File: src/rtl/pmon_i2c_pkg.sv
package pmon_i2c_pkg;
  localparam int RES_W    = 12;
  localparam int EXT_REGS = 3;
  localparam int PTR_W    = 2;
  localparam logic [4:0] ADDR_HI = 5'b01011;

  typedef enum logic [2:0] {
    LK_IDLE,
    LK_RX,
    LK_RX_ACK,
    LK_TX,
    LK_TX_ACK
  } link_state_e;
endpackage

File: src/rtl/pmon_glitch_filter.sv
module pmon_glitch_filter #(
  parameter int   SYNC_STAGES = 2,
  parameter int   FILT_LEN    = 4,
  parameter logic RST_VAL     = 1'b1
) (
  input  logic clk_i,
  input  logic rst_ni,
  input  logic line_i,
  output logic line_o
);
  localparam int CW = $clog2(FILT_LEN + 1);

  logic [SYNC_STAGES-1:0] sync_q;
  logic [CW-1:0]          cnt_q;
  logic                   filt_q;

  always_ff @(posedge clk_i or negedge rst_ni) begin
    if (!rst_ni) begin
      sync_q <= {SYNC_STAGES{RST_VAL}};
      cnt_q  <= '0;
      filt_q <= RST_VAL;
    end else begin
      sync_q <= {sync_q[SYNC_STAGES-2:0], line_i};
      // new level must persist FILT_LEN samples before it is taken
      if (sync_q[SYNC_STAGES-1] == filt_q) begin
        cnt_q <= '0;
      end else if (cnt_q == CW'(FILT_LEN - 1)) begin
        filt_q <= sync_q[SYNC_STAGES-1];
        cnt_q  <= '0;
      end else begin
        cnt_q <= cnt_q + 1'b1;
      end
    end
  end

  assign line_o = filt_q;
endmodule

File: src/rtl/pmon_i2c_link.sv
module pmon_i2c_link
  import pmon_i2c_pkg::*;
(
  input  logic       clk_i,
  input  logic       rst_ni,
  input  logic       scl_i,
  input  logic       sda_i,
  input  logic [1:0] addr_strap_i,
  input  logic       rd_ok_i,
  input  logic [7:0] tx_byte_i,
  output logic       sda_pull_o,
  output logic       bus_evt_o,
  output logic       wr_stb_o,
  output logic       wr_first_o,
  output logic [7:0] rx_byte_o,
  output logic       rd_open_o,
  output logic [1:0] rd_idx_o
);
  link_state_e state_q;
  logic       scl_q, sda_q;
  logic [3:0] bit_cnt_q;
  logic [7:0] shreg_q;
  logic       addr_ph_q, rw_q, ack_q, mack_q, first_q;
  logic       wr_stb_q, wr_first_q, rd_open_q;
  logic [1:0] rd_idx_q;

  logic scl_rise, scl_fall, start_det, stop_det;
  logic [6:0] own_addr;

  assign scl_rise  = scl_i & ~scl_q;
  assign scl_fall  = ~scl_i & scl_q;
  assign start_det = scl_i & scl_q & sda_q & ~sda_i;
  assign stop_det  = scl_i & scl_q & ~sda_q & sda_i;
  assign own_addr  = {ADDR_HI, addr_strap_i};

  always_ff @(posedge clk_i or negedge rst_ni) begin
    if (!rst_ni) begin
      state_q    <= LK_IDLE;
      scl_q      <= 1'b1;
      sda_q      <= 1'b1;
      bit_cnt_q  <= '0;
      shreg_q    <= '0;
      addr_ph_q  <= 1'b0;
      rw_q       <= 1'b0;
      ack_q      <= 1'b0;
      mack_q     <= 1'b0;
      first_q    <= 1'b0;
      wr_stb_q   <= 1'b0;
      wr_first_q <= 1'b0;
      rd_open_q  <= 1'b0;
      rd_idx_q   <= '0;
    end else begin
      scl_q     <= scl_i;
      sda_q     <= sda_i;
      wr_stb_q  <= 1'b0;
      rd_open_q <= 1'b0;
      if (start_det) begin
        state_q   <= LK_RX;
        bit_cnt_q <= '0;
        addr_ph_q <= 1'b1;
      end else if (stop_det) begin
        state_q <= LK_IDLE;
      end else begin
        unique case (state_q)
          LK_RX: begin
            if (scl_rise && bit_cnt_q != 4'd8) begin
              shreg_q   <= {shreg_q[6:0], sda_i};
              bit_cnt_q <= bit_cnt_q + 4'd1;
            end else if (scl_fall && bit_cnt_q == 4'd8) begin
              if (addr_ph_q) begin
                if (shreg_q[7:1] == own_addr) begin
                  rw_q      <= shreg_q[0];
                  ack_q     <= ~shreg_q[0] | rd_ok_i;
                  rd_open_q <= shreg_q[0] & rd_ok_i;
                  rd_idx_q  <= '0;
                  first_q   <= 1'b1;
                  state_q   <= LK_RX_ACK;
                end else begin
                  state_q <= LK_IDLE;
                end
              end else begin
                wr_stb_q   <= 1'b1;
                wr_first_q <= first_q;
                first_q    <= 1'b0;
                ack_q      <= 1'b1;
                state_q    <= LK_RX_ACK;
              end
            end
          end
          LK_RX_ACK: begin
            if (scl_fall) begin
              addr_ph_q <= 1'b0;
              bit_cnt_q <= '0;
              if (!ack_q) begin
                state_q <= LK_IDLE;
              end else if (addr_ph_q && rw_q) begin
                state_q  <= LK_TX;
                shreg_q  <= tx_byte_i;
                rd_idx_q <= rd_idx_q + 2'd1;
              end else begin
                state_q <= LK_RX;
              end
            end
          end
          LK_TX: begin
            if (scl_fall) begin
              if (bit_cnt_q == 4'd7) begin
                state_q <= LK_TX_ACK;
              end else begin
                shreg_q   <= {shreg_q[6:0], 1'b0};
                bit_cnt_q <= bit_cnt_q + 4'd1;
              end
            end
          end
          LK_TX_ACK: begin
            if (scl_rise) begin
              mack_q <= ~sda_i;
            end else if (scl_fall) begin
              if (mack_q) begin
                state_q   <= LK_TX;
                shreg_q   <= tx_byte_i;
                bit_cnt_q <= '0;
                if (rd_idx_q != 2'd3) rd_idx_q <= rd_idx_q + 2'd1;
              end else begin
                state_q <= LK_IDLE;
              end
            end
          end
          default: state_q <= LK_IDLE;
        endcase
      end
    end
  end

  assign sda_pull_o = (state_q == LK_RX_ACK && ack_q) || (state_q == LK_TX && !shreg_q[7]);
  assign bus_evt_o  = start_det | stop_det;
  assign wr_stb_o   = wr_stb_q;
  assign wr_first_o = wr_first_q;
  assign rx_byte_o  = shreg_q;
  assign rd_open_o  = rd_open_q;
  assign rd_idx_o   = rd_idx_q;
endmodule

File: src/rtl/pmon_reg_bank.sv
module pmon_reg_bank
  import pmon_i2c_pkg::*;
#(
  parameter logic [7:0] ALERT_EN_RST = 8'h00,
  parameter logic [7:0] ALERT_TH_RST = 8'hFF,
  parameter logic [7:0] CONTROL_RST  = 8'h00
) (
  input  logic             clk_i,
  input  logic             rst_ni,
  input  logic             wr_stb_i,
  input  logic             wr_first_i,
  input  logic [7:0]       wr_byte_i,
  input  logic             rd_open_i,
  input  logic [1:0]       rd_idx_i,
  input  logic             data_ready_i,
  input  logic [RES_W-1:0] volt_i,
  input  logic [RES_W-1:0] curr_i,
  input  logic [7:0]       status_i,
  output logic             rd_ok_o,
  output logic [7:0]       tx_byte_o,
  output logic [6:0]       ctrl_o,
  output logic [7:0]       alert_en_o,
  output logic [7:0]       alert_th_o,
  output logic [7:0]       control_o
);
  localparam logic [8*EXT_REGS-1:0] EXT_RST = {CONTROL_RST, ALERT_TH_RST, ALERT_EN_RST};
  localparam int LO_W = RES_W - 8;

  logic [6:0]       ctrl_q;
  logic [PTR_W-1:0] ptr_q;
  logic             armed_q;
  logic [7:0]       ext_q [EXT_REGS];
  logic [RES_W-1:0] snap_v_q, snap_i_q;
  logic [7:0]       snap_s_q;
  logic             v_en, i_en;

  always_ff @(posedge clk_i or negedge rst_ni) begin
    if (!rst_ni) begin
      ctrl_q   <= '0;
      ptr_q    <= '0;
      armed_q  <= 1'b0;
      snap_v_q <= '0;
      snap_i_q <= '0;
      snap_s_q <= '0;
    end else begin
      if (wr_stb_i) begin
        if (wr_first_i && !wr_byte_i[7]) begin
          ctrl_q  <= wr_byte_i[6:0];
          armed_q <= 1'b0;
        end else if (wr_first_i) begin
          ptr_q   <= wr_byte_i[PTR_W-1:0];
          armed_q <= 1'b1;
        end else begin
          armed_q <= 1'b0;
        end
      end
      if (rd_open_i) begin
        snap_v_q <= volt_i;
        snap_i_q <= curr_i;
        snap_s_q <= status_i;
      end
    end
  end

  for (genvar g = 0; g < EXT_REGS; g++) begin : g_ext
    always_ff @(posedge clk_i or negedge rst_ni) begin
      if (!rst_ni) begin
        ext_q[g] <= EXT_RST[g*8 +: 8];
      end else if (wr_stb_i && !wr_first_i && armed_q && ptr_q == PTR_W'(g)) begin
        ext_q[g] <= wr_byte_i;
      end
    end
  end

  assign v_en = ctrl_q[0] | ctrl_q[1];
  assign i_en = ctrl_q[2] | ctrl_q[3];

  always_comb begin
    tx_byte_o = 8'h00;
    if (ctrl_q[6]) begin
      if (rd_idx_i == 2'd0) tx_byte_o = snap_s_q;
    end else if (v_en && i_en) begin
      unique case (rd_idx_i)
        2'd0:    tx_byte_o = snap_v_q[RES_W-1 -: 8];
        2'd1:    tx_byte_o = snap_i_q[RES_W-1 -: 8];
        2'd2:    tx_byte_o = {snap_v_q[LO_W-1:0], snap_i_q[LO_W-1:0]};
        default: tx_byte_o = 8'h00;
      endcase
    end else if (i_en) begin
      if (rd_idx_i == 2'd0)      tx_byte_o = snap_i_q[RES_W-1 -: 8];
      else if (rd_idx_i == 2'd1) tx_byte_o = {snap_i_q[LO_W-1:0], {(8-LO_W){1'b0}}};
    end else begin
      if (rd_idx_i == 2'd0)      tx_byte_o = snap_v_q[RES_W-1 -: 8];
      else if (rd_idx_i == 2'd1) tx_byte_o = {snap_v_q[LO_W-1:0], {(8-LO_W){1'b0}}};
    end
  end

  assign rd_ok_o    = ctrl_q[6] | data_ready_i;
  assign ctrl_o     = ctrl_q;
  assign alert_en_o = ext_q[0];
  assign alert_th_o = ext_q[1];
  assign control_o  = ext_q[2];
endmodule

File: src/rtl/pmon_i2c_slave.sv
module pmon_i2c_slave
  import pmon_i2c_pkg::*;
#(
  parameter int         SYNC_STAGES  = 2,
  parameter int         FILT_LEN     = 4,
  parameter logic [7:0] ALERT_EN_RST = 8'h00,
  parameter logic [7:0] ALERT_TH_RST = 8'hFF,
  parameter logic [7:0] CONTROL_RST  = 8'h00
) (
  input  logic             clk_i,
  input  logic             rst_ni,
  input  logic             scl_i,
  input  logic             sda_i,
  output logic             sda_pull_o,
  input  logic [1:0]       addr_strap_i,
  input  logic             data_ready_i,
  input  logic [RES_W-1:0] volt_i,
  input  logic [RES_W-1:0] curr_i,
  input  logic [7:0]       status_i,
  output logic [6:0]       ctrl_o,
  output logic [7:0]       alert_en_o,
  output logic [7:0]       alert_th_o,
  output logic [7:0]       control_o
);
  logic [1:0] line_raw, line_f;
  logic       bus_evt, wr_stb, wr_first, rd_open, rd_ok;
  logic [7:0] rx_byte, tx_byte;
  logic [1:0] rd_idx;

  assign line_raw = {scl_i, sda_i};

  for (genvar g = 0; g < 2; g++) begin : g_filt
    pmon_glitch_filter #(
      .SYNC_STAGES(SYNC_STAGES),
      .FILT_LEN   (FILT_LEN),
      .RST_VAL    (1'b1)
    ) u_filt (
      .clk_i (clk_i),
      .rst_ni(rst_ni),
      .line_i(line_raw[g]),
      .line_o(line_f[g])
    );
  end

  pmon_i2c_link u_link (
    .clk_i       (clk_i),
    .rst_ni      (rst_ni),
    .scl_i       (line_f[1]),
    .sda_i       (line_f[0]),
    .addr_strap_i(addr_strap_i),
    .rd_ok_i     (rd_ok),
    .tx_byte_i   (tx_byte),
    .sda_pull_o  (sda_pull_o),
    .bus_evt_o   (bus_evt),
    .wr_stb_o    (wr_stb),
    .wr_first_o  (wr_first),
    .rx_byte_o   (rx_byte),
    .rd_open_o   (rd_open),
    .rd_idx_o    (rd_idx)
  );

  pmon_reg_bank #(
    .ALERT_EN_RST(ALERT_EN_RST),
    .ALERT_TH_RST(ALERT_TH_RST),
    .CONTROL_RST (CONTROL_RST)
  ) u_regs (
    .clk_i       (clk_i),
    .rst_ni      (rst_ni),
    .wr_stb_i    (wr_stb),
    .wr_first_i  (wr_first),
    .wr_byte_i   (rx_byte),
    .rd_open_i   (rd_open),
    .rd_idx_i    (rd_idx),
    .data_ready_i(data_ready_i),
    .volt_i      (volt_i),
    .curr_i      (curr_i),
    .status_i    (status_i),
    .rd_ok_o     (rd_ok),
    .tx_byte_o   (tx_byte),
    .ctrl_o      (ctrl_o),
    .alert_en_o  (alert_en_o),
    .alert_th_o  (alert_th_o),
    .control_o   (control_o)
  );
endmodule

File: config.mk
export PLATFORM = sky130hd
export DESIGN_NAME = pmon_i2c_slave
export DESIGN_NICKNAME = d
export VERILOG_FILES = /design/src/rtl/pmon_i2c_pkg.sv /design/src/rtl/pmon_glitch_filter.sv /design/src/rtl/pmon_i2c_link.sv /design/src/rtl/pmon_reg_bank.sv /design/src/rtl/pmon_i2c_slave.sv
export SDC_FILE = /design/constraint.sdc
export NUM_CORES = 1
export LEC_CHECK = 0
export CORE_UTILIZATION = 25
export CTS_BUF_LIST = sky130_fd_sc_hd__clkbuf_4 sky130_fd_sc_hd__clkbuf_8 sky130_fd_sc_hd__clkbuf_16
export CTS_CLUSTER_SIZE = 16
export DETAILED_ROUTE_END_ITERATION = 6
export PLACE_DENSITY = 0.48
export RECOVER_POWER = 50
export SYNTH_ARGS = -nofsm -noshare
export SYNTH_HDL_FRONTEND = slang
export SYNTH_SLANG_ARGS = --single-unit
File: constraint.sdc
create_clock -name clk_i -period 2.9 [get_ports clk_i]
set_input_delay 0.435 -clock clk_i [delete_from_list [all_inputs] [get_ports clk_i]]
set_output_delay 0.435 -clock clk_i [all_outputs]
set_load 0.01 [all_outputs]
---- Word level (Yosys, flattened, before mapping) ----
Index checks and enable logic that the tools add are counted.
W data, S select, Z words.
storage, ports and cells
  bits in registers ....................... 105
  bits in latches ......................... 0
  memory bits (writable) .................. 0
  bits in read-only memories .............. 0
  logic and storage cells ................. 222
  memories kept ........................... 0
cells by class
  add/sub/neg operators ................... 4
  $mul .................................... 0
  div/mod/pow operators ................... 0
  order comparisons ....................... 0
  equality and inequality tests ........... 47
  shift-type cells ........................ 0
  mux-type cells .......................... 83
  bitwise operators ....................... 24
  reductions and logical operators ........ 35
operator list
  cell                  count
  $mux W8               17
  $mux W3               14
  $mux W4               9
  $pmux W8 S4           1
  $mux W2               15
  $ne A2 B1 Y1 const B  12
  $pmux W8 S3           1
  $mux W1               23
  $ne A4 B1 Y1 const B  5
  $pmux W4 S4           1
  $ne A3 B1 Y1 const B  5
  $reduce_and A14 Y1    1
  $reduce_and A7 Y1     2
  $eq A3 B2 Y1 const B  4
  $logic_and A1 B1 Y1   12
  $not A1 Y1            12
  $pmux W3 S4           1
  $reduce_and A12 Y1    1
  $reduce_and A6 Y1     2
  $ne A2 B2 Y1 const B  5
  $reduce_and A9 Y1     1
  $and A1 B1 Y1         8
  $ne A4 B4 Y1 const B  2
  $eq A7 B6 Y1          1
  25 further kinds      38

---- Logic depth before layout (Yosys ltp) ----
  word-level depth ........................ 10
  gate-level depth with buffers ........... 9
  gate-level depth less buffers ........... 7

---- Cells and area by module ----
From an unflattened synthesis, not the netlist that was laid out.
unflattened totals
  cells, all modules ...................... 407
  area total of the unflattened synthesis .. 5165.0 µm²
by module, submodules not included
  module                                  times used  cells an instance  area each (µm²)
  pmon_reg_bank                           1           221                3055.4
  pmon_i2c_link                           1           160                1656.6
  pmon_glitch_filter at g_filt[0].u_filt  1           13                 232.7
  pmon_glitch_filter at g_filt[1].u_filt  1           13                 220.2

---- Least setup slack after synthesis ----
No wires, ideal clock.
  path type ............................... register to register
  from .................................... register u_link.state_q[0]
  to ...................................... register u_link.shreg_q[0] (netlist: u_link.rx_byte_o[0])
  setup time .............................. 125 ps
  data arrival time ....................... 1955 ps
  setup slack ............................. 821 ps
  cell stages (with the launch flop) ...... 8
  buffers on the path ..................... 2
  cell sequence ........................... dfrtp_1 buf_6 or3b_1 buf_4 o21ai_4 a21oi_2 a2111oi_4 mux2_2
between the ends
  word-level cells in the longest chain between the ends .. 3
  elaborated cells between the ends (all ways) .. 16
  classes of those cells .................. eq/ne (13); mux (1); reduce/logical (2)
ends and longest elaborated chain
  what                                            line                  source
  start, declared                                 pmon_i2c_link.sv:19   link_state_e state_q;
  start signal, assigned                          pmon_i2c_link.sv:38   state_q <= LK_IDLE;
  start signal, assigned                          pmon_i2c_link.sv:58   state_q <= LK_RX;
  start signal, assigned                          pmon_i2c_link.sv:62   state_q <= LK_IDLE;
  $eq A3 B2 Y1 (tied with other cells)            pmon_i2c_link.sv:64   unique case (state_q)
  $ne A2 B1 Y1 (no line) (tied with other cells)  --
  $reduce_and A12 Y1 (no line)                    --
  end signal, assigned                            pmon_i2c_link.sv:67   shreg_q <= {shreg_q[6:0], sda_i};
  end signal, assigned                            pmon_i2c_link.sv:98   shreg_q <= tx_byte_i;
  end signal, assigned                            pmon_i2c_link.sv:110  shreg_q <= {shreg_q[6:0], 1'b0};
  end, declared                                   pmon_i2c_link.sv:22   logic [7:0] shreg_q;
Parallel ways exist; a longest one is shown, timed or not.
A chain may end at the register's enable or synchronous reset.

---- Final worst setup path ----
  from .................................... register u_link.state_q[1]
  to ...................................... output port sda_pull_o
between the ends
  word-level cells in the longest chain between the ends .. 3
  elaborated cells between the ends (all ways) .. 5
  classes of those cells .................. eq/ne (2); reduce/logical (3)
ends and longest elaborated chain
  what                    line                  source
  $eq A3 B2 Y1            pmon_i2c_link.sv:135  assign sda_pull_o = (state_q == LK_RX_ACK && ack_q) || (state_q == LK_TX && !shreg_q[7]);
  $logic_and A1 B1 Y1     pmon_i2c_link.sv:135
  $logic_or A1 B1 Y1 (*)  pmon_i2c_link.sv:135
  end, declared           pmon_i2c_slave.sv:14  output logic sda_pull_o,
Every way passes the cells marked *; elsewhere a longest branch is shown, timed or not.

==> reports/results.tsv <==
metric	value	unit
status	complete, but fails checks	
failing checks	capacitance limit, slew limit	
port buffer count	70	
# nets final	536	
DIE AREA	20700	um2
worst slew pin tran	1960	ps
Clock transition at path regs	70	ps
later-pin clock latency in the skew report	360	ps
final setup vio count	0	
DP HPWL	8.79	mm
CTS resizes	0	
max_cap viols	1	
Slew HR	-0.305	
Ant. Diodes	0	
area share of the largest cell type after synthesis	0.443	
share of layout cells above drive strength 1	0.262	
GPL Wtd Cong	0.815	
I/O pin count	71	
Site Rows	51	
Mapped Cells	416	
CP Data Arrival Time	2190	ps
Hold WC Path Type	flop to flop	
CTS H-tree depth	3	
Yosys reg bits	105	
final hold violations	0	
Clock Path Buffers	2	
first-pass GRT wire length	19.7	mm
starting density of the core	0.257	
critical path class	flop to primary output	
Clock Skew	9.18	ps
origin of the worst setup path	u_link.state_q[1]	
Final Cycle Share	0.905	
complex-gate fraction of the synthesized area	0.115	
Mapped Nets	464	
xor/xnor share of the synthesized area	0.00696	
RSZ-0062 raised after global routing	false	
vias in the first global route	3602	
drc violations	0	
min Tclk post-route	2620	ps
FF-to-FF Start	u_link.state_q[2]	
gr usage total	0.127	
R2R cell count	5	
largest family of logic cells by synthesized area	multiplexers	
GRT overflow	0	
setup TNS	0	ps
mux cell area share after synthesis	0.186	
post-route ant nets	0	
worst reg2reg setup slack	490	ps
area of the multi-input gates	2260	um2
FF/Latch Area	2650	um2
Warnings, synthesis	0	
most frequent cells in the layout	dfrtp_1 (89), mux2_2 (78), clkdlybuf4s50_1 (67)	
First-pass DRT Iterations	4	
clk sinks	105	
Pleak	0.00277	uW
Area Overhead vs Synth	26.6	%
Worst setup EP type	primary output	
CTS Root Cell	clkbuf_16	
synthesized area per cell	12.1	um2
Post-CTS Setup Inserts	0	
Post-Syn Area	5030	um2
core area	19600	um2
commonest non-fill, non-tap cell in the layout	dfrtp_1	
Simple-Gate Fraction of Synth Area	0.119	
Adder-Cell Fraction of Synth Area	0.0224	
WL/cell	15.9	um
die height	144	um
die width	144	um
FF-to-FF End	u_link.rx_byte_o[5]	
vias per cell	4.65	
CTS tree	done	
Most used DFF post-synth	dfrtp_1	
Layout Cells excl Fill	758	
number of synthesized flops with an enable pin	0	
initial antenna violation count	0	
Fmax	0.381	GHz
WL final	12.0	mm
Worst setup SP type	flop	
Slew Limit Fails	33	
Fillers	2001	
pwr/cell area	679	nW/um2
CP Max Fanout	14	
Placed Cells incl. Taps	742	
sequential area share after synthesis	0.526	
largest net degree at the start of global routing	74	
Synth async-reset ratio	1.00	
Unique masters post-synth	56	
critical path endpoint	sda_pull_o	
Post-CTS Hold Buffers	0	
Critical Path RT	2470	ps
Vias	3523	
leading area contributor after synthesis	dfrtp_1	
TritonCTS Buffers	9	
Peak VDD IR	0.000347	V
synth top area cells	dfrtp_1 (44%), mux2_2 (17%), dfstp_2 (8.4%), ha_1 (2.2%), nor2_1 (1.9%)	
Iter 0 DRT Violations	174	
worst min path at each step:
stage	startpoint	end	slack, ps	depth (start not counted)
global placement	g_filt[0].u_filt.sync_q[0]	g_filt[0].u_filt.sync_q[1]	350	0
floorplan	rst_ni	g_filt[0].u_filt.cnt_q[0]	140	0
CTS	rst_ni	u_link.state_q[2]	50	1
global route	g_filt[0].u_filt.sync_q[0]	g_filt[0].u_filt.sync_q[1]	360	0
detailed placement	g_filt[0].u_filt.sync_q[0]	g_filt[0].u_filt.sync_q[1]	350	0
finish	g_filt[0].u_filt.sync_q[0]	g_filt[0].u_filt.sync_q[1]	360	0
layer usage:
layer / vias to the layer above / global-route usage / part of all wire
met2: 89 / 0.193 / 0.45
met1: 1747 / 0.176 / 0.49
met5: - / 0 / 0
met4: 0 / 0.0504 / 0.018
met3: 15 / 0.0237 / 0.041
li1: 1672 / - / -
final cells by class:
cell class / count / share of cell area
sequential: 105 / 0.416
clock buffer: 10 / 0.0375
timing repair buffer: 83 / 0.126
inverter: 7 / 0.00412
clock inverter: 6 / 0.00962
multi-input combinational: 282 / 0.355
tap: 265 / 0.0521
registers in the layout, summed over array words and instances, names as in the netlist, 6 cells and up:
register,count
g_filt.u_filt.cnt_q,6
u_link.rx_byte_o,8
u_regs.alert_en_o,8
u_regs.alert_th_o,8
u_regs.control_o,8
u_regs.ctrl_o,7
u_regs.snap_i_q,12
u_regs.snap_s_q,8
u_regs.snap_v_q,12
kinds of logic (layout without fill, tap and decap cells):
group           count (synthesis)  count (layout)
compound gates                 76              76
xor+xnor                        4               4
fa+ha+maj                       9               9
buf+inv                        29             106
flops                         105             105
mux                            84              84
simple gates                  109             109
worst max-delay path, stage by stage, from the launching register on:
cell	delay, ps
dfrtp_1	600
nand2b_1	330
a211oi_1	290
clkdlybuf4s50_1	600
cells in the mapped netlist, drive strengths merged (7+ instances only):
master,number
mux2,78
clkbuf,17
nand2b,7
nand3,10
a21oi,14
o21ai,11
nor2b,8
nor2,26
nand3b,7
inv,7
dfstp,16
ha,9
dfrtp,89
nand2,21
a22oi,8
power breakdown:
part	switching, uW	total, uW	internal (uW)
logic	674	1250	579
clock network	591	1220	626
registers	216	1860	1640
stage by stage:
| stage | hold WS, ps | total power [uW] | setup slack [ps] | area, um2 | util |
|---|---|---|---|---|---|
| floorplan | 139 | 2700 | 821 | 5030 | - |
| global placement | 347 | 3120 | 553 | 6080 | 0.310 |
| detailed placement | 347 | 3150 | 486 | 6080 | 0.310 |
| CTS | 45.5 | 4400 | 253 | 6380 | 0.326 |
| global route | 361 | 4630 | 108 | 6370 | 0.325 |
| finish | 356 | 4330 | 276 | 6370 | 0.325 |
Note: power is estimated with default switching activity, not from simulation.
